**config.mk**
```make
export PLATFORM = sky130hd
export DESIGN_NAME = os_timer
export DESIGN_NICKNAME = d
export VERILOG_FILES = /design/src/rtl/ostmr_pkg.sv /design/src/rtl/ostmr_prescaler.sv /design/src/rtl/ostmr_event_chan.sv /design/src/rtl/ostmr_free_cnt.sv /design/src/rtl/os_timer.sv
export SDC_FILE = /design/constraint.sdc
export NUM_CORES = 1
export LEC_CHECK = 0
export ABC_AREA = 1
export BUFFER_PORTS_ARGS = -buffer_cell sky130_fd_sc_hd__buf_4
export CAP_MARGIN = 20
export CORE_ASPECT_RATIO = 0.9
export CORE_MARGIN = 2
export CORE_UTILIZATION = 40
export CTS_CLUSTER_SIZE = 14
export DETAILED_ROUTE_END_ITERATION = 8
export PLACE_DENSITY = 0.66
export SYNTH_ARGS = -nofsm -noshare
export SYNTH_HDL_FRONTEND = slang
export SYNTH_HIERARCHICAL = 1
export SYNTH_SLANG_ARGS = --single-unit
```
**constraint.sdc**
```tcl
create_clock -name clk -period 3.4 [get_ports clk]
set_clock_uncertainty 0.2 [all_clocks]
set_input_delay 0.34 -clock clk [delete_from_list [all_inputs] [get_ports clk]]
set_output_delay 0.34 -clock clk [all_outputs]
set_load 0.01 [all_outputs]
```
**src/rtl/ostmr_pkg.sv**
```systemverilog
package ostmr_pkg;
   localparam int unsigned BUS_W   = 32;
   localparam int unsigned NUM_CH  = 2;
   localparam int unsigned SEL_W   = 2;
   localparam int unsigned MAX_SEL = 2;
   localparam int unsigned DIV_W   = 2 * MAX_SEL;

   localparam logic [7:0] OFF_PSC     = 8'h00;
   localparam logic [7:0] OFF_ZERO    = 8'h08;
   localparam logic [7:0] OFF_FLAG    = 8'h0C;
   localparam logic [7:0] OFF_MASK    = 8'h10;
   localparam logic [7:0] OFF_CMP     = 8'h14;
   localparam logic [7:0] OFF_EVCNT   = 8'h18;
   localparam logic [7:0] OFF_BASE_LO = 8'h20;
   localparam logic [7:0] OFF_BASE_HI = 8'h24;
   localparam logic [7:0] OFF_RUN_SET = 8'h34;
   localparam logic [7:0] OFF_RUN_CLR = 8'h38;

   localparam int unsigned CH_EVT  = 0;
   localparam int unsigned CH_BASE = 1;
endpackage

```
**src/rtl/ostmr_prescaler.sv**
```systemverilog
module ostmr_prescaler
   import ostmr_pkg::*;
#(
   parameter int unsigned P_SEL_W   = SEL_W,
   parameter int unsigned P_MAX_SEL = MAX_SEL
) (
   input  logic               clk,
   input  logic               rst_n,
   input  logic               run,
   input  logic               ext_tick,
   input  logic [P_SEL_W-1:0] sel_req,
   output logic               tick
);
   localparam int unsigned L_DIV_W = (2 * P_MAX_SEL > 0) ? 2 * P_MAX_SEL : 1;

   if (P_MAX_SEL >= (1 << P_SEL_W)) begin : g_bad_sel
      $error("ostmr_prescaler: P_MAX_SEL does not fit in P_SEL_W");
   end

   function automatic logic [L_DIV_W-1:0] period_last(input logic [P_SEL_W-1:0] s);
      int unsigned         eff;
      logic [L_DIV_W:0]    full;
      eff  = (int'(s) > int'(P_MAX_SEL)) ? P_MAX_SEL : int'(s);
      full = (L_DIV_W+1)'(1) << (2 * eff);
      return L_DIV_W'(full - 1'b1);
   endfunction

   logic [L_DIV_W-1:0] div_q;
   logic [P_SEL_W-1:0] act_q;
   logic [L_DIV_W-1:0] last;

   assign last = period_last(act_q);
   assign tick = run & ext_tick & (div_q == last);

   always_ff @(posedge clk) begin
      if (!rst_n) begin
         div_q <= '0;
         act_q <= '0;
      end else if (!run) begin
         div_q <= '0;
         act_q <= sel_req;
      end else if (ext_tick) begin
         if (div_q == last) begin
            div_q <= '0;
            act_q <= sel_req;
         end else begin
            div_q <= div_q + 1'b1;
         end
      end
   end

   AST_DIV_BOUND: assert property (@(posedge clk) disable iff (!rst_n)
      div_q <= period_last(act_q));
   AST_STOPPED_NO_TICK: assert property (@(posedge clk) disable iff (!rst_n)
      !run |=> div_q == '0);
endmodule

```
**src/rtl/ostmr_event_chan.sv**
```systemverilog
module ostmr_event_chan #(
   parameter int unsigned W = 32
) (
   input  logic         clk,
   input  logic         rst_n,
   input  logic         tick,
   input  logic         zero,
   input  logic         load,
   input  logic [W-1:0] load_val,
   input  logic         cmp_we,
   input  logic [W-1:0] cmp_val,
   input  logic         flag_clr,
   output logic [W-1:0] cnt,
   output logic [W-1:0] cmp,
   output logic         flag
);
   if (W < 3) begin : g_bad_w
      $error("ostmr_event_chan: W too small for a compare of 4");
   end

   logic         step;
   logic         reach;
   logic [W-1:0] cnt_inc;

   assign cnt_inc = cnt + W'(1);
   assign step    = tick & ~zero & ~load & (cnt != cmp);
   assign reach   = step & (cnt_inc == cmp);

   always_ff @(posedge clk) begin
      if (!rst_n) begin
         cnt  <= '0;
         cmp  <= '0;
         flag <= 1'b0;
      end else begin
         if (zero)      cnt <= '0;
         else if (load) cnt <= load_val;
         else if (step) cnt <= cnt_inc;

         if (cmp_we) cmp <= cmp_val;

         if (reach)         flag <= 1'b1;
         else if (flag_clr) flag <= 1'b0;
      end
   end

   AST_FLAG_AT_MATCH: assert property (@(posedge clk) disable iff (!rst_n)
      $rose(flag) |-> cnt == $past(cmp));
   AST_HOLD_AT_CMP: assert property (@(posedge clk) disable iff (!rst_n)
      (cnt == cmp && !zero && !load) |=> $stable(cnt));
   AST_IDLE_STILL: assert property (@(posedge clk) disable iff (!rst_n)
      (!tick && !zero && !load) |=> $stable(cnt));
endmodule

```
**src/rtl/ostmr_free_cnt.sv**
```systemverilog
module ostmr_free_cnt
   import ostmr_pkg::*;
#(
   parameter int unsigned W = 32
) (
   input  logic             clk,
   input  logic             rst_n,
   input  logic             tick,
   input  logic             zero,
   input  logic             load_lo,
   input  logic [BUS_W-1:0] lo_val,
   input  logic             snap,
   output logic [W-1:0]     cnt,
   output logic [BUS_W-1:0] hi_buf
);
   if (W < BUS_W || W > 2 * BUS_W) begin : g_bad_w
      $error("ostmr_free_cnt: W must lie between one and two bus words");
   end

   logic [W-1:0] load_word;

   if (W > BUS_W) begin : g_wide
      logic [BUS_W-1:0] hi_q;
      assign load_word = {cnt[W-1:BUS_W], lo_val};
      always_ff @(posedge clk) begin
         if (!rst_n)    hi_q <= '0;
         else if (snap) hi_q <= BUS_W'(cnt[W-1:BUS_W]);
      end
      assign hi_buf = hi_q;
   end else begin : g_narrow
      assign load_word = lo_val[W-1:0];
      assign hi_buf    = '0;
   end

   always_ff @(posedge clk) begin
      if (!rst_n)       cnt <= '0;
      else if (zero)    cnt <= '0;
      else if (load_lo) cnt <= load_word;
      else if (tick)    cnt <= cnt + W'(1);
   end

   AST_BASE_STEP: assert property (@(posedge clk) disable iff (!rst_n)
      (tick && !zero && !load_lo) |=> cnt == $past(cnt) + W'(1));
   AST_BASE_FROZEN: assert property (@(posedge clk) disable iff (!rst_n)
      (!tick && !zero && !load_lo) |=> $stable(cnt));
endmodule

```
**src/rtl/os_timer.sv**
```systemverilog
module os_timer
   import ostmr_pkg::*;
#(
   parameter int unsigned ADDR_W = 8,
   parameter int unsigned EVT_W  = 32,
   parameter int unsigned BASE_W = 32
) (
   input  logic              clk,
   input  logic              rst_n,
   input  logic              ext_tick,
   input  logic [ADDR_W-1:0] bus_addr,
   input  logic              bus_we,
   input  logic              bus_re,
   input  logic [BUS_W-1:0]  bus_wdata,
   output logic [BUS_W-1:0]  bus_rdata,
   output logic              evt_irq
);
   localparam int unsigned PSC_BITS = NUM_CH * SEL_W;

   if (ADDR_W < 6) begin : g_bad_addr
      $error("os_timer: ADDR_W cannot reach the highest offset");
   end
   if (EVT_W != BUS_W) begin : g_bad_evt
      $error("os_timer: event counter must be one bus word");
   end

   localparam logic [ADDR_W-1:0] A_PSC     = ADDR_W'(OFF_PSC);
   localparam logic [ADDR_W-1:0] A_ZERO    = ADDR_W'(OFF_ZERO);
   localparam logic [ADDR_W-1:0] A_FLAG    = ADDR_W'(OFF_FLAG);
   localparam logic [ADDR_W-1:0] A_MASK    = ADDR_W'(OFF_MASK);
   localparam logic [ADDR_W-1:0] A_CMP     = ADDR_W'(OFF_CMP);
   localparam logic [ADDR_W-1:0] A_EVCNT   = ADDR_W'(OFF_EVCNT);
   localparam logic [ADDR_W-1:0] A_BASE_LO = ADDR_W'(OFF_BASE_LO);
   localparam logic [ADDR_W-1:0] A_BASE_HI = ADDR_W'(OFF_BASE_HI);
   localparam logic [ADDR_W-1:0] A_RUN_SET = ADDR_W'(OFF_RUN_SET);
   localparam logic [ADDR_W-1:0] A_RUN_CLR = ADDR_W'(OFF_RUN_CLR);

   logic [PSC_BITS-1:0] psc_q;
   logic [NUM_CH-1:0]   run_q;
   logic                mask_q;
   logic [NUM_CH-1:0]   tick_ch;
   logic [NUM_CH-1:0]   run_set;
   logic [NUM_CH-1:0]   run_clr;
   logic [NUM_CH-1:0]   zero_ch;

   logic             wr_psc, wr_mask, wr_cmp, wr_evcnt, wr_base, wr_flag;
   logic [EVT_W-1:0] evt_cnt, evt_cmp;
   logic             evt_flag;
   logic [BASE_W-1:0] base_cnt;
   logic [BUS_W-1:0] base_hi;

   assign wr_psc   = bus_we & (bus_addr == A_PSC);
   assign wr_mask  = bus_we & (bus_addr == A_MASK);
   assign wr_cmp   = bus_we & (bus_addr == A_CMP);
   assign wr_evcnt = bus_we & (bus_addr == A_EVCNT);
   assign wr_base  = bus_we & (bus_addr == A_BASE_LO);
   assign wr_flag  = bus_we & (bus_addr == A_FLAG);

   assign run_set = (bus_we && bus_addr == A_RUN_SET) ? bus_wdata[NUM_CH-1:0] : '0;
   assign run_clr = (bus_we && bus_addr == A_RUN_CLR) ? bus_wdata[NUM_CH-1:0] : '0;
   assign zero_ch = (bus_we && bus_addr == A_ZERO)    ? bus_wdata[NUM_CH-1:0] : '0;

   always_ff @(posedge clk) begin
      if (!rst_n) begin
         psc_q  <= '0;
         run_q  <= '0;
         mask_q <= 1'b0;
      end else begin
         if (wr_psc)  psc_q  <= bus_wdata[PSC_BITS-1:0];
         if (wr_mask) mask_q <= bus_wdata[0];
         run_q <= (run_q | run_set) & ~run_clr;
      end
   end

   for (genvar c = 0; c < NUM_CH; c++) begin : g_psc
      ostmr_prescaler #(.P_SEL_W(SEL_W), .P_MAX_SEL(MAX_SEL)) u_psc (
         .clk      (clk),
         .rst_n    (rst_n),
         .run      (run_q[c]),
         .ext_tick (ext_tick),
         .sel_req  (psc_q[c*SEL_W +: SEL_W]),
         .tick     (tick_ch[c])
      );
   end

   ostmr_event_chan #(.W(EVT_W)) u_evt (
      .clk      (clk),
      .rst_n    (rst_n),
      .tick     (tick_ch[CH_EVT]),
      .zero     (zero_ch[CH_EVT]),
      .load     (wr_evcnt),
      .load_val (bus_wdata),
      .cmp_we   (wr_cmp),
      .cmp_val  (bus_wdata),
      .flag_clr (wr_flag & ~bus_wdata[0]),
      .cnt      (evt_cnt),
      .cmp      (evt_cmp),
      .flag     (evt_flag)
   );

   ostmr_free_cnt #(.W(BASE_W)) u_base (
      .clk     (clk),
      .rst_n   (rst_n),
      .tick    (tick_ch[CH_BASE]),
      .zero    (zero_ch[CH_BASE]),
      .load_lo (wr_base),
      .lo_val  (bus_wdata),
      .snap    (bus_re & (bus_addr == A_BASE_LO)),
      .cnt     (base_cnt),
      .hi_buf  (base_hi)
   );

   always_comb begin
      bus_rdata = '0;
      case (bus_addr)
         A_PSC:     bus_rdata[PSC_BITS-1:0] = psc_q;
         A_FLAG:    bus_rdata[0]            = evt_flag;
         A_MASK:    bus_rdata[0]            = mask_q;
         A_CMP:     bus_rdata               = evt_cmp;
         A_EVCNT:   bus_rdata               = evt_cnt;
         A_BASE_LO: bus_rdata               = base_cnt[BUS_W-1:0];
         A_BASE_HI: bus_rdata               = base_hi;
         A_RUN_SET,
         A_RUN_CLR: bus_rdata[NUM_CH-1:0]   = run_q;
         default:   bus_rdata               = '0;
      endcase
   end

   assign evt_irq = evt_flag & ~mask_q;

   AST_RUN_SET_TAKES: assert property (@(posedge clk) disable iff (!rst_n)
      (bus_we && bus_addr == A_RUN_SET && bus_wdata[0]) |=> run_q[0]);
   AST_RUN_CLR_TAKES: assert property (@(posedge clk) disable iff (!rst_n)
      (bus_we && bus_addr == A_RUN_CLR && bus_wdata[1]) |=> !run_q[1]);
   AST_STOPPED_BASE: assert property (@(posedge clk) disable iff (!rst_n)
      !run_q[CH_BASE] |-> !tick_ch[CH_BASE]);
   AST_ZERO_EVT: assert property (@(posedge clk) disable iff (!rst_n)
      (bus_we && bus_addr == A_ZERO && bus_wdata[0]) |=> evt_cnt == '0);
endmodule

```
Yosys cells after proc, flatten, opt, wreduce, memory -nomap -nowiden

Cells that the tools add are included.

Flip-flop bits (word level): 116
Input bits: 45
Output and inout port bits: 33
Logic and storage cells: 98

Add/subtract/negate cells: 6
Magnitude comparators: 2
Equal/unequal tests: 16
Shifts and indexed selects: 2
Muxes and demuxes: 23
Bitwise gates (word level): 24
Reduce and logical (&&, ||, !) cells: 14

Operator list:

| cell                  | number |
|---|---|
| $mux 32               | 4 |
| $pmux 28 s3           | 1 |
| $add 32x1->32 const B | 2 |
| $shl 1x32->4 const A  | 2 |
| $eq 32x32->1          | 1 |
| $ne 32x32->1          | 1 |
| $eq 8x5->1 const B    | 3 |
| $eq 8x6->1 const B    | 3 |
| $mux 2                | 11 |
| $and 1x1->1           | 16 |
| $eq 8x4->1 const B    | 2 |
| $add 4x1->4 const B   | 2 |
| $eq 4x4->1            | 2 |
| $logic_not 8->1       | 1 |
| $mux 4                | 2 |
| $pmux 2 s4            | 1 |
| $reduce_and 2->1      | 4 |
| $sub 4x1->4 const B   | 2 |
| $pmux 1 s7            | 1 |
| $reduce_bool 2->1     | 3 |
| $reduce_or 2->1       | 3 |
| $not 1->1             | 5 |
| $pmux 1 s5            | 1 |
| $gt 2x2->1 const B    | 2 |
| other kinds (7)       | 12 |

Logic depth before layout (Yosys ltp)

Depth after elaboration: 11
Gate-level depth with buffers: 15
Mapped depth without buffers: 15

Hierarchy

Netlist, hierarchy kept.

By module, submodules not included:

| module           | instances | cells an instance | area each (sq um) | sequential area each (sq um) |
|---|---|---|---|---|
| ostmr_event_chan | 1         | 730               | 4503.1            | 1301.2 |
| ostmr_free_cnt   | 1         | 373               | 2398.6            | 640.6 |
| os_timer         | 1         | 290               | 1422.6            | 140.1 |
| ostmr_prescaler  | 2         | 50                | 322.8             | 120.1 |

Worst setup path before layout

No wires, ideal clock.

Path kind: in2reg
From: input port bus_addr[0]
To: register u_evt.cnt[0]
Arrival time: 1.880 ns
Data required time: 3.114 ns
Slack: 1.234 ns
Cell stages on the path: 12
Path through: inv_1 -> nand2_1 -> nor2_1 -> nand2_1 -> nor2_1 -> clkbuf_1 -> nor3_1 -> nand2_4 -> nand2_4 -> inv_2 -> buf_4 -> a211oi_1

Elaborated cells on any way between the ends: 13

RTL lines:

| item                               | RTL line               | source |
|---|---|---|
| start: declaration                 | os_timer.sv:11         | `input logic [ADDR_W-1:0] bus_addr,` |
| $eq 8x5->1 (*)                     | os_timer.sv:55         | `assign wr_evcnt = bus_we & (bus_addr == A_EVCNT);` |
| $and 1x1->1 (*)                    | os_timer.sv:55         |  |
| via wr_evcnt                       | os_timer.sv:46         | `logic wr_psc, wr_mask, wr_cmp, wr_evcnt, wr_base, wr_flag;` |
| $not 1->1                          | ostmr_event_chan.sv:26 | `assign step = tick & ~zero & ~load & (cnt != cmp);` |
| $and 1x1->1 (2 in a row)           | ostmr_event_chan.sv:26 |  |
| $reduce_bool 2->1 (no source line) | --                     |  |
| end signal: assignment             | ostmr_event_chan.sv:36 | `else if (load) cnt <= load_val;` |
| end signal: assignment             | ostmr_event_chan.sv:37 | `else if (step) cnt <= cnt_inc;` |
| end: declaration                   | ostmr_event_chan.sv:13 | `output logic [W-1:0] cnt,` |

The timed path passes the listed nets; every way through them passes the cells marked *.
A chain may end at the register's enable or synchronous reset.

Worst setup path in the final report

From: input port ext_tick
To: register u_evt.cnt[0]

Cells in the longest elaborated chain, start to end: 6

RTL lines:

| item                               | RTL line               | source |
|---|---|---|
| start: declaration                 | os_timer.sv:10         | `input logic ext_tick,` |
| $and 1x1->1 (2 in a row)           | ostmr_prescaler.sv:33  | `assign tick = run & ext_tick & (div_q == last);` |
| via tick_ch[0]                     | os_timer.sv:41         | `logic [NUM_CH-1:0] tick_ch;` |
| $and 1x1->1 (3 in a row)           | ostmr_event_chan.sv:26 |  |
| $reduce_bool 2->1 (no source line) | --                     |  |

The timed path passes the listed nets, and every way through them passes these cells.

==> out/qor.txt <==
Synthesized instance count - 1491
Site row count - 51
Die area - 23620 um^2
Area Growth Syn to Fin - 16.28%
Sw Ratio - 26.06%
Fillers - 2296
Synthesized area - 8962 um^2
Clock share of power - 53.6%
RSZ-0062 raised after global routing - false
Final Max Slew Viols - 0
Pwr/cell area - 317.7 nW/um^2
CTS max path bufs - 2
Max-cap violations - 0
Reg2reg setup slack - 0.75 ns
Crit-path max FO - 31
Critical path startpoint category - input port
Cell internal pwr - 2.448 mW
Initial antenna violation count - 0
Final period util - 79.55%
Largest net degree at the start of global routing - 54
Clk slew on worst S/H paths - 0.06 ns
Initial Util - 41.07%
Setup_tns - 0 ns
Hold WC Path Type - in -> reg
Root Buffer - clkbuf_16
Post-CTS setup buffers - 0
Syn avg cell area - 6.011 um^2
Clock Latency Late Sink - 0.43 ns
Total GRT Usage - 25.42%
Worst slew pin tran - 0.7987 ns
Pre-CTS setup slack - 0.6658 ns
Syn. warnings - 6
CP Capture Type - flip-flop
Placer Congestion - 0.9599
CTS Buf Count - 17
Hold EP - u_evt/cmp[5]$_SDFFE_PN0P_
Setup Viol. Count Final - 0
Max-slew headroom - 46.42%
Diodes inserted - 0
# H-tree levels - 4
Post-route ant nets - 0
WS Path Type - in -> reg
Via density - 5.119
Routed wire length per instance - 15.93 um
Hold path depth - 3
Reg2reg end - u_evt/flag$_SDFFE_PN0P_
CORE AREA - 21820 um^2
Worst Path Arrival - 2.84 ns
Outcome - completed
DR vias - 9587
Post-layout nets - 1618
Vias in the first global route - 8625
Max Fclk - 369.7 MHz
CTS Sinks - 116
Reg2reg start - u_evt/cnt[1]$_SDFFE_PP0P_
Hpwl dp - 22.11 mm
First-pass GRT wire length - 47.22 mm
PortBufs - 76
I/O pin count - 78
Final hold violations - 0
Max VDD drop - 0.3055 mV
Chip width - 161.8 um
Die Ht - 146.0 um
Total gr overflow - 0
Fin crit period - 2.705 ns
DR iter-0 viols - 881
Reg power frac - 41.2%
Overall routed net length - 29.83 mm
Post-layout worst setup margin - 0.6953 ns
Critical path data required time - 3.54 ns
Remaining DRCs - 0
FF-to-FF path depth - 15
Drt first pass iters - 6
Leakage - 4.548 nW
Combinational share of power - 5.3%
Fraction of layout cells with a size suffix above 1 - 12.07%
CTS tree - yes
Switching power total - 0.8630 mW
HP Start - bus_wdata[5]
-- power groups by stage --
stage               logic [mW]  clock network (mW)  registers, mW
floorplan               0.0830                   0           1.39
global placement         0.152                   0           1.39
detailed placement       0.152                   0           1.39
CTS                      0.170                1.80           1.36
global route             0.188                1.85           1.36
finish                   0.174                1.77           1.36
-- cells in the final DEF (no fill, tap or decap), types with 3 or more instances in the layout --
| cell type | instances |
|---|---|
| clkbuf_16 | 17 |
| nand4_1 | 30 |
| dlygate4sd3_1 | 19 |
| a21oi_1 | 82 |
| or2_1 | 3 |
| buf_4 | 87 |
| nand2_1 | 515 |
| nand2_2 | 10 |
| nor2_4 | 18 |
| inv_1 | 116 |
| nor2_1 | 203 |
| conb_1 | 32 |
| dfxtp_1 | 116 |
| nand3_1 | 79 |
| inv_6 | 7 |
| xnor2_1 | 35 |
| o21ai_0 | 77 |
| xor2_1 | 32 |
| or2_2 | 3 |
| nor3_1 | 8 |
| nor2_8 | 4 |
| nand3_2 | 3 |
| clkinvlp_4 | 4 |
| nor2_2 | 8 |
| inv_2 | 9 |
| ha_1 | 4 |
| o21bai_1 | 3 |
| clkinv_4 | 4 |
| nand3b_1 | 5 |
| nand2_4 | 10 |
| a22oi_1 | 23 |
| a31oi_1 | 5 |
-- metrics by stage --
stage / instance area (um^2) / total power [mW] / hold slack, ns / cells / util (%)
after CTS: 10370 / 3.330 / 0.0008653 / 1871 / 47.50
after global placement: 9603 / 1.545 / 0.2749 / 1820 / 44.00
after detailed placement: 9603 / 1.546 / 0.2839 / 1820 / 44.00
after floorplan: 9079 / 1.476 / 0.2294 / 1522 / -
after global routing: 10420 / 3.405 / 0.01841 / 1873 / 47.75
final: 10420 / 3.311 / 0.01750 / 1873 / 47.75
-- how the worst max path moves through the flow --
stage                                    startpoint                          to  slack, ns
final                                      ext_tick   u_evt/cnt[0]$_SDFFE_PP0P_       0.70
after global routing      u_evt/cnt[1]$_SDFFE_PP0P_     u_evt/flag$_SDFFE_PN0P_       0.51
after CTS                                  ext_tick   u_evt/cnt[0]$_SDFFE_PP0P_       0.75
after detailed placement                bus_addr[0]   u_evt/cnt[7]$_SDFFE_PP0P_       0.67
after global placement                  bus_addr[0]  u_evt/cnt[31]$_SDFFE_PP0P_       0.71
after floorplan                         bus_addr[0]   u_evt/cnt[0]$_SDFFE_PP0P_       1.23
-- cell type report --
type	instances	area, um^2	share of cell area (%)
Clock buffer	17	425.4	4.082
Inverter	128	488.0	4.682
Multi-Input combinational cell	1198	5776	55.42
Tap cell	291	364.1	3.494
Timing Repair Buffer	108	898.4	8.621
Sequential cell	116	2322	22.28
Clock inverter	15	147.6	1.417
-- flip-flops by register name, summed over array words and instances, names as in the netlist --
signal             cells
u_evt/flag             1
g_psc.u_psc/div_q      8
psc_q                  4
mask_q                 1
run_q                  2
g_psc.u_psc/act_q      4
u_evt/cmp             32
u_base/cnt            32
u_evt/cnt             32
-- metal layers --
layer  vias to the layer above  GRT usage (%)  wire length (um)
met2                       353          38.51             13130
met3                        25          5.386              2562
met4                         0          6.637               401
met1                      4373          36.52             13740
met5                         -              0                 0
li1                       4836              -                 -
-- what timing repair did --
action	4_1_cts	5_1_grt
endpoints found under the hold margin	23	0
resized for setup	0	0
hold buffers	19	0
-- worst max-delay path, stage by stage --
cell and delay [ns]:
dlygate4sd3_1 0.54, buf_4 0.19, nand3_2 0.15, nor2_1 0.12
inv_1 0.08, nor3_1 0.55, nand2_4 0.24, nand2_4 0.11
inv_2 0.23, a211oi_1 0.28
(Power assumes the default switching activity.)
